**src/rtl/tw_pkg.sv**
```systemverilog
package tw_pkg;
  typedef enum logic [1:0] {
    DIR_NONE = 2'd0,
    DIR_UP   = 2'd1,
    DIR_DIAG = 2'd2,
    DIR_LEFT = 2'd3
  } dir_e;

  typedef enum logic [1:0] {
    ST_IDLE = 2'd0,
    ST_READ = 2'd1,
    ST_EVAL = 2'd2
  } walk_st_e;
endpackage

```
**src/rtl/tw_dir_mem.sv**
```systemverilog
module tw_dir_mem #(
  parameter int ADDR_W = 5
) (
  input  logic              clk,
  input  logic              sel_trace,
  input  logic              wr_en,
  input  logic [ADDR_W-1:0] wr_addr,
  input  logic [ADDR_W-1:0] rd_addr,
  input  logic [1:0]        wr_code,
  output logic [1:0]        rd_code
);
  localparam int DEPTH = 1 << ADDR_W;

  logic [1:0]        mem [DEPTH];
  logic [ADDR_W-1:0] addr_mux;
  logic              we_eff;

  // single address bus: forward writer when idle, walker while tracing
  always_comb begin
    addr_mux = sel_trace ? rd_addr : wr_addr;
    we_eff   = wr_en & ~sel_trace;
  end

  always_ff @(posedge clk) begin
    if (we_eff) begin
      mem[addr_mux] <= wr_code;
    end
    rd_code <= mem[addr_mux];
  end
endmodule

```
**src/rtl/tw_step_calc.sv**
```systemverilog
module tw_step_calc
  import tw_pkg::*;
#(
  parameter int ROW_W = 5,
  parameter int COL_W = 4
) (
  input  logic [ROW_W-1:0] row,
  input  logic [COL_W-1:0] col,
  input  dir_e             code,
  output logic [ROW_W-1:0] nxt_row,
  output logic [COL_W-1:0] nxt_col,
  output logic             moves_col,
  output logic             reaches_edge
);
  logic [ROW_W-1:0] row_dec;
  logic [COL_W-1:0] col_dec;

  // clamped decrements: never wrap below zero
  always_comb begin
    row_dec = (row == '0) ? '0 : row - 1'b1;
    col_dec = (col == '0) ? '0 : col - 1'b1;
    nxt_row = row;
    nxt_col = col;
    unique case (code)
      DIR_UP:   nxt_row = row_dec;
      DIR_DIAG: begin
        nxt_row = row_dec;
        nxt_col = col_dec;
      end
      DIR_LEFT: nxt_col = col_dec;
      default:  ;
    endcase
    moves_col    = (code == DIR_DIAG) || (code == DIR_LEFT);
    reaches_edge = (nxt_row == '0) || (nxt_col == '0);
  end
endmodule

```
**src/rtl/tw_walk_ctrl.sv**
```systemverilog
module tw_walk_ctrl
  import tw_pkg::*;
#(
  parameter int ROW_W = 5,
  parameter int COL_W = 4
) (
  input  logic             clk,
  input  logic             rst,
  input  logic             start,
  input  logic [ROW_W-1:0] start_row,
  input  logic [COL_W-1:0] start_col,
  input  logic [1:0]       code_in,
  output logic [ROW_W-1:0] cur_row,
  output logic [COL_W-1:0] cur_col,
  output logic             busy,
  output logic             step_valid,
  output logic [ROW_W-1:0] step_row,
  output logic [COL_W-1:0] step_col,
  output logic [1:0]       step_dir,
  output logic             col_handoff,
  output logic             done
);
  walk_st_e         st;
  dir_e             code;
  logic [ROW_W-1:0] nxt_row;
  logic [COL_W-1:0] nxt_col;
  logic             moves_col;
  logic             reaches_edge;

  assign code = dir_e'(code_in);
  assign busy = (st != ST_IDLE);

  tw_step_calc #(.ROW_W(ROW_W), .COL_W(COL_W)) calc_i (
    .row          (cur_row),
    .col          (cur_col),
    .code         (code),
    .nxt_row      (nxt_row),
    .nxt_col      (nxt_col),
    .moves_col    (moves_col),
    .reaches_edge (reaches_edge)
  );

  always_ff @(posedge clk) begin
    if (rst) begin
      st          <= ST_IDLE;
      cur_row     <= '0;
      cur_col     <= '0;
      step_valid  <= 1'b0;
      step_row    <= '0;
      step_col    <= '0;
      step_dir    <= '0;
      col_handoff <= 1'b0;
      done        <= 1'b0;
    end else begin
      step_valid  <= 1'b0;
      col_handoff <= 1'b0;
      done        <= 1'b0;
      unique case (st)
        ST_IDLE: begin
          if (start) begin
            if (start_row == '0 || start_col == '0) begin
              done <= 1'b1;
            end else begin
              cur_row <= start_row;
              cur_col <= start_col;
              st      <= ST_READ;
            end
          end
        end
        // address presented this cycle; memory output registers at the edge
        ST_READ: st <= ST_EVAL;
        ST_EVAL: begin
          if (code == DIR_NONE) begin
            done <= 1'b1;
            st   <= ST_IDLE;
          end else begin
            step_valid <= 1'b1;
            step_row   <= cur_row;
            step_col   <= cur_col;
            step_dir   <= code_in;
            cur_row    <= nxt_row;
            cur_col    <= nxt_col;
            if (reaches_edge) begin
              done <= 1'b1;
              st   <= ST_IDLE;
            end else begin
              col_handoff <= moves_col;
              st          <= ST_READ;
            end
          end
        end
        default: st <= ST_IDLE;
      endcase
    end
  end
endmodule

```
**src/rtl/trace_walker.sv**
```systemverilog
module trace_walker #(
  parameter int NROWS = 16,
  parameter int NCOLS = 8,
  localparam int ROW_W = $clog2(NROWS + 1),
  localparam int COL_W = $clog2(NCOLS + 1)
) (
  input  logic             clk,
  input  logic             rst,
  input  logic [NCOLS-1:0] fwd_we,
  input  logic [ROW_W-1:0] fwd_addr,
  input  logic [1:0]       fwd_code,
  input  logic             start,
  input  logic [ROW_W-1:0] start_row,
  input  logic [COL_W-1:0] start_col,
  output logic             busy,
  output logic             step_valid,
  output logic [ROW_W-1:0] step_row,
  output logic [COL_W-1:0] step_col,
  output logic [1:0]       step_dir,
  output logic             col_handoff,
  output logic             done
);
  logic [ROW_W-1:0] cur_row;
  logic [COL_W-1:0] cur_col;
  logic [1:0]       rd_code [NCOLS];
  logic [1:0]       code_sel;

  for (genvar g = 0; g < NCOLS; g++) begin : g_col
    tw_dir_mem #(.ADDR_W(ROW_W)) mem_i (
      .clk       (clk),
      .sel_trace (busy),
      .wr_en     (fwd_we[g]),
      .wr_addr   (fwd_addr),
      .rd_addr   (cur_row),
      .wr_code   (fwd_code),
      .rd_code   (rd_code[g])
    );
  end

  // pick the code of the column the walk currently stands in
  always_comb begin
    code_sel = 2'd0;
    for (int i = 0; i < NCOLS; i++) begin
      if (cur_col == COL_W'(i + 1)) code_sel = rd_code[i];
    end
  end

  tw_walk_ctrl #(.ROW_W(ROW_W), .COL_W(COL_W)) ctrl_i (
    .clk         (clk),
    .rst         (rst),
    .start       (start),
    .start_row   (start_row),
    .start_col   (start_col),
    .code_in     (code_sel),
    .cur_row     (cur_row),
    .cur_col     (cur_col),
    .busy        (busy),
    .step_valid  (step_valid),
    .step_row    (step_row),
    .step_col    (step_col),
    .step_dir    (step_dir),
    .col_handoff (col_handoff),
    .done        (done)
  );
endmodule

```
**config.mk**
```make
export PLATFORM = sky130hd
export DESIGN_NAME = trace_walker
export DESIGN_NICKNAME = d
export VERILOG_FILES = /design/src/rtl/tw_pkg.sv /design/src/rtl/tw_dir_mem.sv /design/src/rtl/tw_step_calc.sv /design/src/rtl/tw_walk_ctrl.sv /design/src/rtl/trace_walker.sv
export SDC_FILE = /design/constraint.sdc
export NUM_CORES = 1
export LEC_CHECK = 0
export ABC_AREA = 1
export BUFFER_PORTS_ARGS = -buffer_cell sky130_fd_sc_hd__buf_2
export CORE_UTILIZATION = 68
export DETAILED_ROUTE_END_ITERATION = 12
export GPL_ROUTABILITY_DRIVEN = 0
export MAX_ROUTING_LAYER = met4
export PLACE_DENSITY_LB_ADDON = 0.1
export SLEW_MARGIN = 20
export SYNTH_ARGS = -nofsm -noshare
export SYNTH_HDL_FRONTEND = slang
export SYNTH_SLANG_ARGS = --single-unit
export TNS_END_PERCENT = 1
```
**constraint.sdc**
```tcl
create_clock -name clk -period 4.94 [get_ports clk]
set_clock_uncertainty 0.15 [all_clocks]
set_input_delay 0.494 -clock clk [delete_from_list [all_inputs] [get_ports clk]]
set_output_delay 0.494 -clock clk [all_outputs]
set_load 0.02 [all_outputs]
```
# Yosys cells after proc, flatten, opt, wreduce, memory -nomap -nowiden
# Memory sizes are Yosys's and may differ from the RTL's. A register that Yosys moved wholly into a read port is not among the register bits.
# Cells that the tools add are included.
# word_totals
regBits	25
ramBits	512
wordCells	114
memories	8
# mem_list
name	words	width	read_ports	rd_ports_with_merged_regs	write_ports	line_no	source
g_col[0].mem_i.mem	32	2	1	1	1	tw_dir_mem.sv:14	logic [1:0] mem [DEPTH];
g_col[1].mem_i.mem	32	2	1	1	1	tw_dir_mem.sv:14	
g_col[2].mem_i.mem	32	2	1	1	1	tw_dir_mem.sv:14	
g_col[3].mem_i.mem	32	2	1	1	1	tw_dir_mem.sv:14	
g_col[4].mem_i.mem	32	2	1	1	1	tw_dir_mem.sv:14	
g_col[5].mem_i.mem	32	2	1	1	1	tw_dir_mem.sv:14	
2 more memories	--	--	--	--	--	--	
# classes
add_sub_neg	2
eq_ne	16
n_mux	48
n_bitwise	11
n_reduce_logical	20
# ops
cell	count
$mux W5	6
$mux W1	22
$mux W2	11
$mux W4	5
$eq A4 B3 Y1 const B	4
$logic_not A5 Y1	3
$logic_not A4 Y1	3
$pmux W5 S2	1
$and A1 B1 Y1	8
$eq A4 B2 Y1 const B	2
$pmux W4 S2	1
$eq A2 B2 Y1 const B	3
$ne A2 B2 Y1 const B	3
$pmux W2 S3	1
$reduce_or A2 Y1	3
$sub A5 B1 Y5 const B	1
$eq A2 B1 Y1 const B	2
$eq A4 B1 Y1 const B	1
$eq A4 B4 Y1 const B	1
$logic_not A2 Y1	2
$reduce_and A2 Y1	2
$reduce_and A4 Y1	1
$reduce_bool A2 Y1	2
$reduce_or A4 Y1	1
4 further kinds	8

# Depth between registers and ports, before layout
# logic_depth
word_depth	17
ltp_mapped	20
depth_no_buf	19

# By module
# A second synthesis with hierarchy kept.
# hier_totals
cells_unflattened	2914
area_unflattened_um2	26529.2
# modules_own_cells
module	n_inst	cells_each	area_each_um2
tw_dir_mem	8	332	3114.2
tw_walk_ctrl	1	160	1118.6
tw_step_calc	1	59	307.8
trace_walker	1	39	188.9

# Worst setup path after synthesis
# OpenSTA, ideal clock, no wires.
# synth_timing
path_kind	register to register
start	register ctrl_i.cur_col[1]
end	register ctrl_i.done
arrival_time_ns	2.347
setup_slack_ns	2.373
path_stages_with_launch	19
n_path_buf	1
period_less_slack_ns	2.567
path_cell_list	dfxtp_1 > clkbuf_1 > inv_1 > nor2_1 > nand3_1 > nand2_1 > nor2_1 > nand4_1 > nand2_1 > nand2_1 > inv_1 > ha_1 > inv_1 > nand3_1 > o21ai_0 > nand2_1 > o21bai_1 > nand2_1 > a21oi_1
# synth_between
elab_chain_len	17
word_cells_on_any_way	33
classes_between	add/sub: 1; eq/ne: 11; mux: 14; reduce/logical: 7
# synth_lines
element	line_no	source
start, declared	tw_walk_ctrl.sv:14	output logic [COL_W-1:0] cur_col,
start signal, assigned	tw_walk_ctrl.sv:65	cur_col <= start_col;
start signal, assigned	tw_walk_ctrl.sv:82	cur_col <= nxt_col;
$eq A4 B1 Y1	trace_walker.sv:44	if (cur_col == COL_W'(i + 1)) code_sel = rd_code[i];
$mux W2 (7 in a row)	trace_walker.sv:44	
$mux W2 (*)	trace_walker.sv:44	
named net code_sel[0]	trace_walker.sv:26	logic [1:0] code_sel;
$eq A2 B2 Y1 or $eq A2 B1 Y1 (tied branches)	tw_step_calc.sv:24	unique case (code)
$reduce_or A2 Y1 (no line)	--	
$mux W5 or $mux W4 (tied branches)	tw_step_calc.sv:24	
$logic_not A5 Y1 or $logic_not A4 Y1 (tied branches)	tw_step_calc.sv:34	reaches_edge = (nxt_row == '0) || (nxt_col == '0);
$logic_or A1 B1 Y1	tw_step_calc.sv:34	
$mux W1	tw_walk_ctrl.sv:83	if (reaches_edge) begin
$mux W1 (*)	tw_walk_ctrl.sv:73	if (code == DIR_NONE) begin
$pmux W1 S2 (*)	tw_walk_ctrl.sv:58	unique case (st)
end signal, assigned	tw_walk_ctrl.sv:57	done <= 1'b0;
end signal, assigned	tw_walk_ctrl.sv:74	done <= 1'b1;
end signal, assigned	tw_walk_ctrl.sv:84	done <= 1'b1;
end, declared	tw_walk_ctrl.sv:21	output logic done
# The timed path passes the listed nets; every way through them passes the cells marked *.
# A chain may end at the register's enable or synchronous reset.

# Final worst setup path
# layout_timing
start	register ctrl_i.st[1]
end	memory g_col[2].mem_i.mem[4][0], enable pin
# layout_between
elab_chain_len	5
word_cells_on_any_way	6
classes_between	mux: 3; bitwise: 2; reduce/logical: 1
# layout_lines
element	line_no	source
start, declared	tw_walk_ctrl.sv:23	walk_st_e st;
start signal, assigned	tw_walk_ctrl.sv:45	st <= ST_IDLE;
start signal, assigned	tw_walk_ctrl.sv:66	st <= ST_READ;
start signal, assigned	tw_walk_ctrl.sv:71	ST_READ: st <= ST_EVAL;
$reduce_bool A2 Y1 (*)	tw_walk_ctrl.sv:31	assign busy = (st != ST_IDLE);
$not A1 Y1	tw_dir_mem.sv:21	we_eff = wr_en & ~sel_trace;
$and A1 B1 Y1	tw_dir_mem.sv:21	
$mux W1	tw_dir_mem.sv:25	if (we_eff) begin
$mux W1 (implied by the code)	tw_dir_mem.sv:26	mem[addr_mux] <= wr_code;
end, declared	tw_dir_mem.sv:14	
# Every way passes the cells marked *; elsewhere a longest branch is shown, timed or not.

==> summary.txt <==
Logic synthesis
  • Mapped cell area: 24100 um^2
  • Yosys reg bits: ~550
  • Dominant cell type by area after synthesis: edfxtp_1
  • Multiplexer share of the synthesized area: 0.0415%
  • Synthesized area per cell: 9.40 um^2
  • Ys async rst share: 0%
  • Post-Synth Simple-Gate Area: 28.4%
  • Post-synth top flop: edfxtp_1
  • Largest family of logic cells by synthesized area: simple AND/OR/NAND/NOR gates
  • Most frequent cell after synthesis: nand2_1
  • Share of the synthesized area in the top cell type: a little under two thirds
  • Post-synth EDFFs: 512
  • XOR/XNOR Fraction of Synth Area: 0.0363%
  • Post-synthesis sequential area ratio: 67.1%
  • Warnings from Yosys: 0
  • Count of different cell masters after synthesis: 28
  • Mapped Nets: 2596
  • Synth cell count leaders: nand2_1 (1386), edfxtp_1 (512), nor2_1 (317)
  • Adder-Cell Fraction of Synth Area: less than 1%
  • Synth Area in Compound Gates: 1.32%
  • Cells after Synth: between 2000 and 3000
  • Synth area leaders: edfxtp_1 (64%), nand2_1 (22%), nor2_1 (4.9%), dfxtp_1 (3.4%), buf_2 (0.95%)

Clock tree
  • Clock Latency Late Sink: between 500 and 600 ps
  • CTS root buffer: clkbuf_16
  • Inserted Clock Buffers: 54
  • Clk sinks: approximately 550
  • Post-CTS Setup Repair Bufs: 0
  • CTS resizes: 0
  • CTS tree: yes
  • Worst-path clk slew: 60 ps
  • Longest Clk Path Bufs: 3
  • H-tree depth: 2

GRT
  • All-layer global routing usage: about a third
  • Number of global-route vias before repair: around 17000
  • Initial antenna violation count: 0
  • Total grt overflow: 0
  • First-pass GRT wire length: 92300 um
  • Largest net degree at the start of global routing: 212

Place
  • Port bufs: 41
  • Cell area after placement: 24700 um^2
  • Final HPWL DP: 35900 um

Worst setup path
  • Slack of the worst reg-to-reg path: between 1500 and 2000 ps
  • R2R Path End: g_col[2].mem_i.mem[4][0]
  • Req. time, crit path: ~5000 ps
  • Critical-path top delay cell: nor3_2
  • Crit path kind: flop to flop
  • Crit path to: g_col[2].mem_i.mem[4][0]
  • Most frequent CP cell: nand2_1
  • Crit Path Max Fanout: 15
  • Reg2Reg Depth: 8
  • Worst setup EP type: flop
  • CP Cell Sequence: nor2_2 -> buf_4 -> nand2_1 -> o21ai_2 -> inv_2 -> nor3_2 -> nand2_1 -> nor2_1
  • Crit-path max cell delay: 690 ps
  • Worst r2r src: ctrl_i.st[1]
  • Worst setup SP type: flop
  • CP startpoint: ctrl_i.st[1]
  • Critical Path AT: ~3400 ps

Floorplanning
  • Core area: around 35000 um^2
  • Die height: 190 um
  • Number of core rows: 68
  • Die ar.: 36200 um^2
  • Die Wd: 190 um
  • Initial core utilization: 69.5%
  • I/O pin total: 42

Route
  • DR iter-0 viols: 2057
  • Routed wire length: 59900 um
  • DR pass1 iterations: 5
  • Antenna-violating nets left: 0
  • DRC: 0
  • WL per Instance: 19.6 um
  • DR vias: 17700
  • Post-DR vias/cell: 5.78

Timing
  • Unrepaired setup endpoints after global routing: false
  • Clock period minus worst slack: 3290 ps
  • Fin Setup TNS: 0 ps
  • Tcrit/Tclk final: around 67%
  • Slew HR: 24.0%
  • Hold Worst Slack: a little over 40 ps
  • Worst-margin pin slew: 1140 ps
  • Final count of hold timing violations: 0
  • Fmax: 304 MHz
  • Max Slew Vio Count: 0
  • Final setup violation count: 0

Power
  • Pleak: 11.0 nW
  • Power density over cell area: around 400 nW/um^2
  • Logic pwr share: between 10% and 20%
  • Clock network fraction of total power: 35.0%
  • Design internal power: 7.75 mW
  • Net Sw Power: 2.98 mW
  • Power Total: about 11 mW
  • Reg power frac: between 40% and 50%
  • Sw Share: 27.8%
  • Max VDD drop: 0.300 mV

Layout
  • N_diodes: 0
  • Synth-to-Final Area Change: 8.96%
  • Final Util: 75.7%
  • Final nets: 2592
  • Fillers: between 2000 and 2500
  • Fin area: 26300 um^2
  • Layout cells sized above 1: 6.73%

Status
  • Outcome: completed

Min path
  • Worst Hold Launch: start
  • HP Class: primary input to flop

Run
  • Max-Cap Viols: 0
==> critical path, delay by kind of cell (launching register included) <==
family	cells	cell delay, ps
buffers and inverters	2	480
flip-flops	1	370
AND/OR/NAND/NOR	5	1790
AO/OA/AOI/OAI	1	170
==> power by group through the flow <==
stage / clock network (mW) / registers (mW) / logic [mW]
after floorplan: 0 / 5.39 / 1.07
after detailed placement: 0 / 5.41 / 1.61
after global routing: 3.95 / 5.32 / 1.82
after global placement: 0 / 5.41 / 1.57
after CTS: 3.75 / 5.31 / 1.63
final: 3.75 / 5.31 / 1.66
==> layer usage <==
layer | global-route usage, % | up-vias | routed length (um)
met5 | - | - | 0
met4 | 17.1 | 0 | 2970
met3 | 4.88 | 174 | 5690
met2 | 54.3 | 970 | 28200
met1 | 46.1 | 8254 | 23000
li1 | - | 8261 | -
==> cells by family after synthesis <==
kind of cell	count (synthesis)
AO/OA/AOI/OAI	59
buffers and inverters	167
multiplexers	1
adder cells (fa/ha/maj)	4
AND/OR/NAND/NOR	1780
flip-flops	553
XOR/XNOR	1
==> worst min path at each step <==
stage                    to  slack (ps)  cells after the start
6_report        ctrl_i.done          40                      3
5_1_grt         ctrl_i.done          50                      3
4_1_cts         ctrl_i.done          30                      3
3_5_place_dp   ctrl_i.st[1]         340                      2
3_3_place_gp   ctrl_i.st[1]         330                      2
2_1_floorplan  ctrl_i.st[1]         320                      2
==> through the flow <==
step | setup slack (ps) | std cells
4_1_cts | 1700 | 3057
6_report | 1650 | 3057
3_3_place_gp | 1830 | 2959
2_1_floorplan | 2370 | 2565
3_5_place_dp | 1760 | 2959
5_1_grt | 1440 | 3057
==> area by class of cell <==
| type | instances | area [um^2] | area share, % |
|---|---|---|---|
| Tap cell | 455 | 569 | 2.17 |
| Clock buffer | 77 | 1500 | 5.71 |
| Multi-Input combinational cell | 1845 | 7310 | 27.8 |
| Timing Repair Buffer | 72 | 490 | 1.87 |
| Inverter | 35 | 134 | 0.509 |
| Sequential cell | 553 | 16200 | 61.6 |
| Clock inverter | 20 | 82.6 | 0.314 |
==> sequential cells by signal, indices dropped and copies added (netlist names), 2 cells and up <==
name                 flops
g_col.mem_i.mem        512
ctrl_i.cur_row           5
ctrl_i.cur_col           4
ctrl_i.step_row          5
ctrl_i.step_dir          2
ctrl_i.step_col          4
g_col.mem_i.rd_code     16
ctrl_i.st                2
==> repair_timing <==
item / in CTS / in global routing
hold endpoints to repair: 2 / 0
setup endpoints to repair: 0 / 0
hold buffers: 1 / 0
==> cell usage in the layout (no fill, tap or decap), drive strengths merged <==
cell	instances
clkbuf	77
o21ai	32
dfxtp	41
or2	1
nor2	320
dlygate4sd3	1
nor3	15
nand3	33
edfxtp	512
xnor2	1
nand2	1404
o211ai	1
inv	35
o21a	1
ha	4
o22ai	1
a21oi	23
o21bai	1
buf	71
clkinv	20
mux2i	1
nand4	5
nand3b	2
No activity file was read; power rests on OpenSTA's default activity.
